## src/rtl/txd_pkg.sv

```systemverilog
package txd_pkg;

    localparam int ADDR_W      = 64;
    localparam int LEN_W       = 16;
    localparam int MIN_FRAME   = 60;
    localparam int ALIGN_BITS  = 8;

    localparam int OWN_BIT     = 31;
    localparam int EOR_BIT     = 30;
    localparam int FS_BIT      = 29;
    localparam int LS_BIT      = 28;

    localparam logic [7:0] OFS_BASE_LO = 8'h20;
    localparam logic [7:0] OFS_BASE_HI = 8'h24;
    localparam logic [7:0] OFS_POLL    = 8'h38;
    localparam logic [7:0] OFS_ISR     = 8'h3E;
    localparam int POLL_BIT    = 6;
    localparam int ISR_OK_BIT  = 2;
    localparam int ISR_ERR_BIT = 3;

    typedef enum logic [3:0] {
        S_IDLE, S_RD_STAT, S_CAP_STAT, S_RD_LO, S_CAP_LO,
        S_RD_HI, S_CAP_HI, S_FETCH, S_LOAD, S_SEND, S_WB
    } eng_state_t;

    function automatic logic [7:0] pick_lane(input logic [31:0] w, input logic [1:0] sel);
        return w[{sel, 3'b000} +: 8];
    endfunction

    function automatic logic [LEN_W-1:0] pad_len(input logic [LEN_W-1:0] n);
        return (n < LEN_W'(MIN_FRAME)) ? LEN_W'(MIN_FRAME) : n;
    endfunction

    function automatic logic seg_ok(input logic [31:0] st);
        return st[FS_BIT] && st[LS_BIT];
    endfunction

endpackage

```

## src/rtl/txd_regs.sv

```systemverilog
module txd_regs
    import txd_pkg::*;
(
    input  logic              clk,
    input  logic              rst,
    input  logic              wr,
    input  logic [7:0]        addr,
    input  logic [31:0]       wdata,
    input  logic              ok_evt,
    input  logic              err_evt,
    input  logic              take_poll,
    output logic [ADDR_W-1:0] base,
    output logic              base_set,
    output logic              poll_pend,
    output logic [15:0]       isr
);
    logic [31:0] base_lo, base_hi;
    logic        ok_q, err_q;
    logic        isr_wr;

    assign base_set = wr && (addr == OFS_BASE_LO);
    assign isr_wr   = wr && (addr == OFS_ISR);
    assign base     = {base_hi, base_lo};

    always_comb begin
        isr = '0;
        isr[ISR_OK_BIT]  = ok_q;
        isr[ISR_ERR_BIT] = err_q;
    end

    always_ff @(posedge clk) begin
        if (rst) begin
            base_lo   <= '0;
            base_hi   <= '0;
            poll_pend <= 1'b0;
            ok_q      <= 1'b0;
            err_q     <= 1'b0;
        end else begin
            if (base_set)
                base_lo <= {wdata[31:ALIGN_BITS], {ALIGN_BITS{1'b0}}};
            if (wr && addr == OFS_BASE_HI)
                base_hi <= wdata;
            if (wr && addr == OFS_POLL && wdata[POLL_BIT])
                poll_pend <= 1'b1;
            else if (take_poll)
                poll_pend <= 1'b0;
            if (ok_evt)
                ok_q <= 1'b1;
            else if (isr_wr && wdata[ISR_OK_BIT])
                ok_q <= 1'b0;
            if (err_evt)
                err_q <= 1'b1;
            else if (isr_wr && wdata[ISR_ERR_BIT])
                err_q <= 1'b0;
        end
    end
endmodule

```

## src/rtl/txd_seq.sv

```systemverilog
module txd_seq
    import txd_pkg::*;
#(
    parameter int IDX_W = 8
) (
    input  logic              clk,
    input  logic              rst,
    input  logic [ADDR_W-1:0] base,
    input  logic              base_set,
    input  logic              poll_pend,
    output logic              take_poll,
    output logic              mem_en,
    output logic              mem_we,
    output logic [ADDR_W-1:0] mem_addr,
    output logic [31:0]       mem_wdata,
    input  logic [31:0]       mem_rdata,
    output logic              tx_valid,
    output logic [7:0]        tx_data,
    output logic              tx_last,
    input  logic              tx_ready,
    output logic              ok_evt,
    output logic              err_evt
);
    localparam int DESC_SHIFT = 4;

    eng_state_t        st;
    logic [IDX_W-1:0]  idx;
    logic [31:0]       stat_q, blo_q, word_q;
    logic [ADDR_W-1:0] buf_q, desc_addr, cur_byte;
    logic [LEN_W-1:0]  pos, next_pos, raw_len, frame_len;
    logic              in_data;

    assign desc_addr = base + ADDR_W'({idx, {DESC_SHIFT{1'b0}}});
    assign cur_byte  = buf_q + ADDR_W'(pos);
    assign raw_len   = stat_q[LEN_W-1:0];
    assign frame_len = pad_len(raw_len);
    assign next_pos  = pos + 1'b1;
    assign in_data   = pos < raw_len;

    always_comb begin
        mem_en    = 1'b0;
        mem_we    = 1'b0;
        mem_addr  = desc_addr;
        mem_wdata = stat_q;
        mem_wdata[OWN_BIT] = 1'b0;
        unique case (st)
            S_RD_STAT: mem_en = 1'b1;
            S_RD_LO:   begin mem_en = 1'b1; mem_addr = desc_addr + ADDR_W'(8);  end
            S_RD_HI:   begin mem_en = 1'b1; mem_addr = desc_addr + ADDR_W'(12); end
            S_FETCH:   begin mem_en = 1'b1; mem_addr = {cur_byte[ADDR_W-1:2], 2'b00}; end
            S_WB:      begin mem_en = 1'b1; mem_we = 1'b1; end
            default:   ;
        endcase
    end

    assign tx_valid  = (st == S_SEND);
    assign tx_data   = in_data ? pick_lane(word_q, cur_byte[1:0]) : 8'h00;
    assign tx_last   = (next_pos == frame_len);
    assign take_poll = (st == S_IDLE) && poll_pend;
    assign ok_evt    = (st == S_WB) && seg_ok(stat_q);
    assign err_evt   = (st == S_WB) && !seg_ok(stat_q);

    always_ff @(posedge clk) begin
        if (rst) begin
            st     <= S_IDLE;
            idx    <= '0;
            stat_q <= '0;
            blo_q  <= '0;
            buf_q  <= '0;
            word_q <= '0;
            pos    <= '0;
        end else begin
            unique case (st)
                S_IDLE: begin
                    if (base_set) idx <= '0;
                    if (poll_pend) st <= S_RD_STAT;
                end
                S_RD_STAT: st <= S_CAP_STAT;
                S_CAP_STAT: begin
                    stat_q <= mem_rdata;
                    if (!mem_rdata[OWN_BIT])  st <= S_IDLE;
                    else if (!seg_ok(mem_rdata)) st <= S_WB;
                    else                      st <= S_RD_LO;
                end
                S_RD_LO:  st <= S_CAP_LO;
                S_CAP_LO: begin
                    blo_q <= mem_rdata;
                    st    <= S_RD_HI;
                end
                S_RD_HI:  st <= S_CAP_HI;
                S_CAP_HI: begin
                    buf_q <= {mem_rdata, blo_q};
                    pos   <= '0;
                    st    <= (raw_len != '0) ? S_FETCH : S_SEND;
                end
                S_FETCH: st <= S_LOAD;
                S_LOAD: begin
                    word_q <= mem_rdata;
                    st     <= S_SEND;
                end
                S_SEND: begin
                    if (tx_ready) begin
                        pos <= next_pos;
                        if (tx_last)
                            st <= S_WB;
                        else if (next_pos < raw_len && cur_byte[1:0] == 2'b11)
                            st <= S_FETCH;
                    end
                end
                S_WB: begin
                    idx <= stat_q[EOR_BIT] ? '0 : idx + 1'b1;
                    st  <= S_RD_STAT;
                end
                default: st <= S_IDLE;
            endcase
        end
    end
endmodule

```

## src/rtl/txd_poll_engine.sv

```systemverilog
module txd_poll_engine
    import txd_pkg::*;
#(
    parameter int IDX_W = 8
) (
    input  logic              clk,
    input  logic              rst,
    input  logic              reg_wr,
    input  logic [7:0]        reg_addr,
    input  logic [31:0]       reg_wdata,
    output logic [15:0]       int_status,
    output logic              mem_en,
    output logic              mem_we,
    output logic [ADDR_W-1:0] mem_addr,
    output logic [31:0]       mem_wdata,
    input  logic [31:0]       mem_rdata,
    output logic              tx_valid,
    output logic [7:0]        tx_data,
    output logic              tx_last,
    input  logic              tx_ready
);
    logic [ADDR_W-1:0] base;
    logic base_set, poll_pend, take_poll, ok_evt, err_evt;

    txd_regs u_regs (
        .clk(clk), .rst(rst), .wr(reg_wr), .addr(reg_addr), .wdata(reg_wdata),
        .ok_evt(ok_evt), .err_evt(err_evt), .take_poll(take_poll),
        .base(base), .base_set(base_set), .poll_pend(poll_pend), .isr(int_status)
    );

    txd_seq #(.IDX_W(IDX_W)) u_seq (
        .clk(clk), .rst(rst), .base(base), .base_set(base_set),
        .poll_pend(poll_pend), .take_poll(take_poll),
        .mem_en(mem_en), .mem_we(mem_we), .mem_addr(mem_addr),
        .mem_wdata(mem_wdata), .mem_rdata(mem_rdata),
        .tx_valid(tx_valid), .tx_data(tx_data), .tx_last(tx_last),
        .tx_ready(tx_ready), .ok_evt(ok_evt), .err_evt(err_evt)
    );
endmodule

```

## config.mk

```make
export PLATFORM = sky130hd
export DESIGN_NAME = txd_poll_engine
export DESIGN_NICKNAME = d
export VERILOG_FILES = /design/src/rtl/txd_pkg.sv /design/src/rtl/txd_regs.sv /design/src/rtl/txd_seq.sv /design/src/rtl/txd_poll_engine.sv
export SDC_FILE = /design/constraint.sdc
export NUM_CORES = 1
export LEC_CHECK = 0
export ABC_AREA = 1
export ABC_CLOCK_PERIOD_IN_PS = 4100
export BUFFER_PORTS_ARGS = -buffer_cell sky130_fd_sc_hd__buf_2
export CAP_MARGIN = 5
export CORE_UTILIZATION = 55
export CTS_BUF_LIST = sky130_fd_sc_hd__clkbuf_8
export CTS_CLUSTER_SIZE = 20
export DETAILED_ROUTE_END_ITERATION = 16
export PLACE_DENSITY = 0.82
export SLEW_MARGIN = 0
export SYNTH_ARGS = -nofsm -noshare
export SYNTH_HDL_FRONTEND = slang
export SYNTH_SLANG_ARGS = --single-unit
```

## constraint.sdc

```tcl
create_clock -name clk -period 4.1 [get_ports clk]
set_input_delay 0.82 -clock clk [delete_from_list [all_inputs] [get_ports clk]]
set_output_delay 0.82 -clock clk [all_outputs]
set_load 0.01 [all_outputs]
```

======== Word-level counts from Yosys, hierarchy flattened ========
Index checks and enable logic that the tools add are counted.
storage, ports and cells
  flip-flop bits (word level) ............. 246
  output and inout port bits .............. 124
  word-level logic and storage cells ...... 91
operators by class
  muxes and demuxes ....................... 24
  equality and inequality tests ........... 20
  add/sub/neg operators ................... 6
  reductions and logical operators ........ 25
  $lt $le $gt $ge ......................... 3
  shift-type cells ........................ 1
operator list
  cell                                                                   count
  64-bit case mux with 3 select lines                                    1
  64-bit by 4-bit adder with 64-bit output, second input constant        2
  64-bit by 12-bit adder with 64-bit output                              1
  64-bit by 16-bit adder with 64-bit output                              1
  4-bit case mux with 11 select lines                                    1
  8-bit by 6-bit equality test with 1-bit output, second input constant  4
  16-bit < comparator                                                    2
  16-bit 2-to-1 mux                                                      2
  16-bit case mux with 2 select lines                                    1
  32-bit by 6-bit variable part select with 8-bit output                 1
  4-bit 2-to-1 mux                                                       7
  8-bit 2-to-1 mux                                                       3
  16-bit by 1-bit adder with 16-bit output, second input constant        1
  16-bit equality test                                                   1
  4-bit by 3-bit equality test with 1-bit output, second input constant  4
  16-bit by 6-bit < comparator with 1-bit output, second input constant  1
  8-bit case mux with 2 select lines                                     1
  16-bit nonzero test                                                    1
  1-bit logical AND                                                      13
  4-bit equality test, second input constant                             3
  2-bit nonzero test                                                     5
  8-bit by 1-bit adder with 8-bit output, second input constant          1
  4-bit by 2-bit equality test with 1-bit output, second input constant  2
  1-bit 2-to-1 mux                                                       8
  10 further kinds                                                       12

======== Depth between registers and ports, before layout ========
  depth in word-level cells ............... 7
  gate-level depth with buffers ........... 18
  depth with buffers taken out ............ 18

======== By module ========
From an unflattened synthesis, not the netlist that was laid out.
unflattened totals
  cell total of the unflattened synthesis .. 3720
  area, all modules ....................... 21018.9 um^2
by module, submodules not included
  module    area each (um^2)  times used  cells an instance  sequential area each (um^2)
  txd_seq   18405.2           1           3327               3743.6
  txd_regs  2613.8            1           393                1181.1

======== Least setup slack after synthesis ========
Ideal clock, no wire load.
  path type ............................... register to output
  from .................................... register u_seq.pos[0]
  to ...................................... output mem_addr[28]
  data arrival time ....................... 2.087 ns
  setup slack ............................. 1.193 ns
  data required time ...................... 3.280 ns
  cell stages (with the launch flop) ...... 12
  cell sequence ........................... dfxtp_1 ha_1 fa_1 a21oi_2 o21ai_2 nand2_1 nand2_1 nand2_1 o21ai_1 or2_2 nand3_1 nand2_1
between the ends
  longest elaborated chain between the ends .. 2
RTL lines
  what                                       RTL line               text
  start: declaration                         txd_seq.sv:30          logic [LEN_W-1:0] pos, next_pos, raw_len, frame_len;
  start signal: assignment                   txd_seq.sv:103         pos <= next_pos;
  64-bit by 16-bit adder with 64-bit output  txd_seq.sv:34          assign cur_byte = buf_q + ADDR_W'(pos);
  64-bit case mux with 3 select lines        txd_seq.sv:46          unique case (st)
  end: declaration                           txd_poll_engine.sv:14  output logic [ADDR_W-1:0] mem_addr,
Every way passes these cells.

======== Worst setup path in the final report ========
  from .................................... register u_seq.buf_q[17]
  to ...................................... output mem_addr[49]
between the ends
  longest elaborated chain between the ends .. 2
RTL lines
  what                                       RTL line       text
  start: declaration                         txd_seq.sv:29  logic [ADDR_W-1:0] buf_q, desc_addr, cur_byte;
  start signal: assignment                   txd_seq.sv:92  buf_q <= {mem_rdata, blo_q};
  64-bit by 16-bit adder with 64-bit output  txd_seq.sv:34
  64-bit case mux with 3 select lines        txd_seq.sv:46
Every way passes these cells.

==> reports/metrics.csv <==
metric;value;unit
Seq cells post-synth;246;
Post-DRT Antenna Nets;0;
Filler Cell Count;2679;
Hold Crit Depth;2;
Max Cap Violations;0;
CORE AREA;0.0287;sq mm
total number of vias;19200;
Routed WL;67800;um
root buf cell;clkbuf_8;
Pre-antenna DRT Iters;6;
leakage;7.92;nW
P&R area growth vs syn;15.3;%
Final period util;99.3;%
layout cell share with drive strength beyond 1;14.1;%
total gr overflow;0;
chip height;173;um
critical setup path kind;flop to primary output;
DP HPWL;53200;um
initial antenna violation count;5;
total CTS buffers;43;
CTS H-Tree Depth;2;
number of global-route vias before repair;17400;
critical path arrival;3.25;ns
clk slew on worst S/H paths;0.07;ns
Slowest-stage cell, CP;nor4_1;
worst skew pair latency;0.61;ns
count leader, synth;nor2_1;
Slew @ Worst Pin;1.23;ns
Syn Std Cell Area;0.0160;sq mm
CP endpoint kind;primary output;
reg2reg setup slack;0.93;ns
worst-path cell chain;nand2_1 -> nor2_1 -> nand2_1 -> nor4_1 -> a21oi_1 -> o31ai_1 -> buf_2;
r2r endpoint;u_seq.st[3];
Initial Utilization;55.9;%
Startpoint Class;flop;
Max FO, Critical Path;5;
crit-path most repeated cell;nand2_1;
overall power;5.99;mW
hold_sp;u_regs.err_q;
drt wl/cell;21.5;um
Final min period;4.07;ns
crit path buf inv count;1;
CP peak stage delay;0.80;ns
ys async rst share;0;%
pin count of the biggest net entering global routing;108;
reg2reg path depth;18;
Yosys warning count;0;
Post-synth EDFFs;0;
top post-synthesis cells by area;dfxtp_1 31%, nor2_1 11%, nand2_1 11%;
Slew headroom;17.8;%
share of the synthesized area in the top cell type;30.7;%
post-synthesis sequential area ratio;30.7;%
nets@finish;2864;
pwr dens;324;mW/mm^2
area leader, netlist;dfxtp_1;
worst min-delay path class;flop to flop;
worst setup margin;0.0292;ns
Final Setup Violations;0;
first-pass GRT wire length;101000;um
clock buffer depth;3;
top post-synthesis cells by count;480 x nor2_1, 476 x nand2_1, 304 x o21ai_0, 246 x dfxtp_1, 234 x inv_1;
Global Route Usage Sum;44.1;%
port bufs;182;
Worst Skew;0.0377;ns
Fmax;246;MHz
Max Slew Vio Count;0;
ys flop type;dfxtp_1;
total die area;0.0299;sq mm
clock sinks;246;
RePlAce Congestion;1.02;
num ports;200;
Synth Area per Inst;6.24;sq um
CP top delay family;simple AND/OR/NAND/NOR gates;
DRC viols;0;
status;complete, no violations;
Peak VDD IR;397;uV
Mapped Cells;2570;
Required @ worst endpoint;3.28;ns
Fin. Hold Viols;0;
Cell variety after synth;60;
Post-Place Worst Slack;0.485;ns
CTS tree;built;
Worst R2R Start;u_seq.pos[1];
hold endpoint;u_regs.err_q;
# rows;62;
Die Width;173;um
Via density;6.08;
initial DRC count;2462;
layer usage:
| metal | vias up | routed length [um] | GRT usage [%] |
|---|---|---|---|
| li1 | 8833 | - | - |
| met1 | 8817 | 27200 | 59.1 |
| met2 | 1299 | 29000 | 67.7 |
| met3 | 233 | 7670 | 7.54 |
| met4 | 4 | 3980 | 23.4 |
| met5 | - | 23 | 0 |
metrics by stage:
step | TNS [ns] | util, % | std cells | area [sq um] | hold slack [ns]
after floorplan | 0 | - | 2586 | 16100 | 0.439
after CTS | -0.0176 | 63.9 | 3151 | 18300 | 0.460
after global routing | -0.0227 | 64.4 | 3152 | 18500 | 0.479
after detailed placement | 0 | 60.3 | 3071 | 17300 | 0.450
after global placement | 0 | 60.3 | 3071 | 17300 | 0.447
final | 0 | 64.5 | 3154 | 18500 | 0.459
cell usage in the layout, fill, tap and decap left out, types with 4 or more instances in the layout:
master     Yosys  final
a21o_1         4      4
a21oi_1      177    173
a21oi_2        1      4
a32o_1         8      8
buf_12         0      5
buf_2          4    182
buf_4         19     28
bufinv_16      0      4
clkbuf_8       0     56
conb_1         1     17
dfxtp_1      246    240
dfxtp_2        0      5
ha_1          52     45
ha_2           0      4
inv_1        234    242
inv_2          4      6
nand2_1      476    473
nand2_2       14     16
nand3_1      157    156
nand3b_1      10     10
nand4_1       55     55
nor2_1       480    474
nor2_2         7      9
nor2_4         6     10
nor3_1        67     67
nor4_1        28     26
o211ai_1       6      6
o21ai_0      304    292
o21ai_1        9     20
o21bai_1       5      5
o31ai_1        7      7
or2_2         23     23
xnor2_1       16     16
xor2_1        17     16
sequential cells by signal, indices dropped and copies added, names as in the netlist:
name,count
u_seq.buf_q,64
u_regs.base_hi,32
u_seq.blo_q,32
u_seq.word_q,32
u_seq.stat_q,31
u_regs.base_lo,24
u_seq.pos,16
u_seq.idx,8
u_seq.st,4
u_regs.err_q,1
u_regs.ok_q,1
u_regs.poll_pend,1
worst max path at each step:
stage / startpoint / to / slack [ns] / cells past startpoint
final: u_seq.buf_q[17] / mem_addr[49] / 0.03 / 7
after global routing: u_seq.pos[3] / mem_addr[19] / -0.02 / 15
after CTS: u_seq.idx[4] / mem_addr[44] / -0.02 / 16
after detailed placement: u_seq.pos[0] / mem_addr[16] / 0.49 / 10
after global placement: u_seq.pos[0] / mem_addr[14] / 0.45 / 7
after floorplan: u_seq.pos[0] / mem_addr[28] / 1.19 / 11
layout make-up:
class / instances / area (sq um) / area share (%)
multi-input cells: 1988 / 9950 / 53.8
flip-flops and latches: 246 / 4930 / 26.7
well taps: 384 / 480 / 2.60
inverters: 240 / 903 / 4.88
clock inverters: 23 / 231 / 1.25
clock buffers: 56 / 771 / 4.17
diodes: 2 / 5.00 / 0.0271
repair buffers: 215 / 1220 / 6.60
cell families (layout without fill, tap and decap cells):
logic type	after synthesis	in the layout	synth area share [%]
fa+ha+maj	54	54	4.30
buf+inv	352	534	8.76
other cells	1	19	0.0234
simple gates	1340	1340	36.3
xor+xnor	34	34	1.90
compound gates	543	543	18.1
flops	246	246	30.7
timing repair:
| item | 4_1_cts | 5_1_grt |
|---|---|---|
| pin swaps | 1 | 3 |
| cloned | 0 | 0 |
| setup endpoints to repair | 17 | 36 |
| gates resized for setup | 11 | 44 |
| hold buffers | 0 | 0 |
| buffers inserted | 1 | 1 |
power breakdown:
group	internal (mW)	switching, mW
combinational	0.229	0.509
clock	1.50	1.14
sequential	2.53	0.0859
worst min-delay path, delay by kind of cell (launching register included):
kind            cells  cell delay [ns]
flops               1             0.31
simple gates        1             0.06
compound gates      1             0.05
No activity file was read; power rests on OpenSTA's default activity.
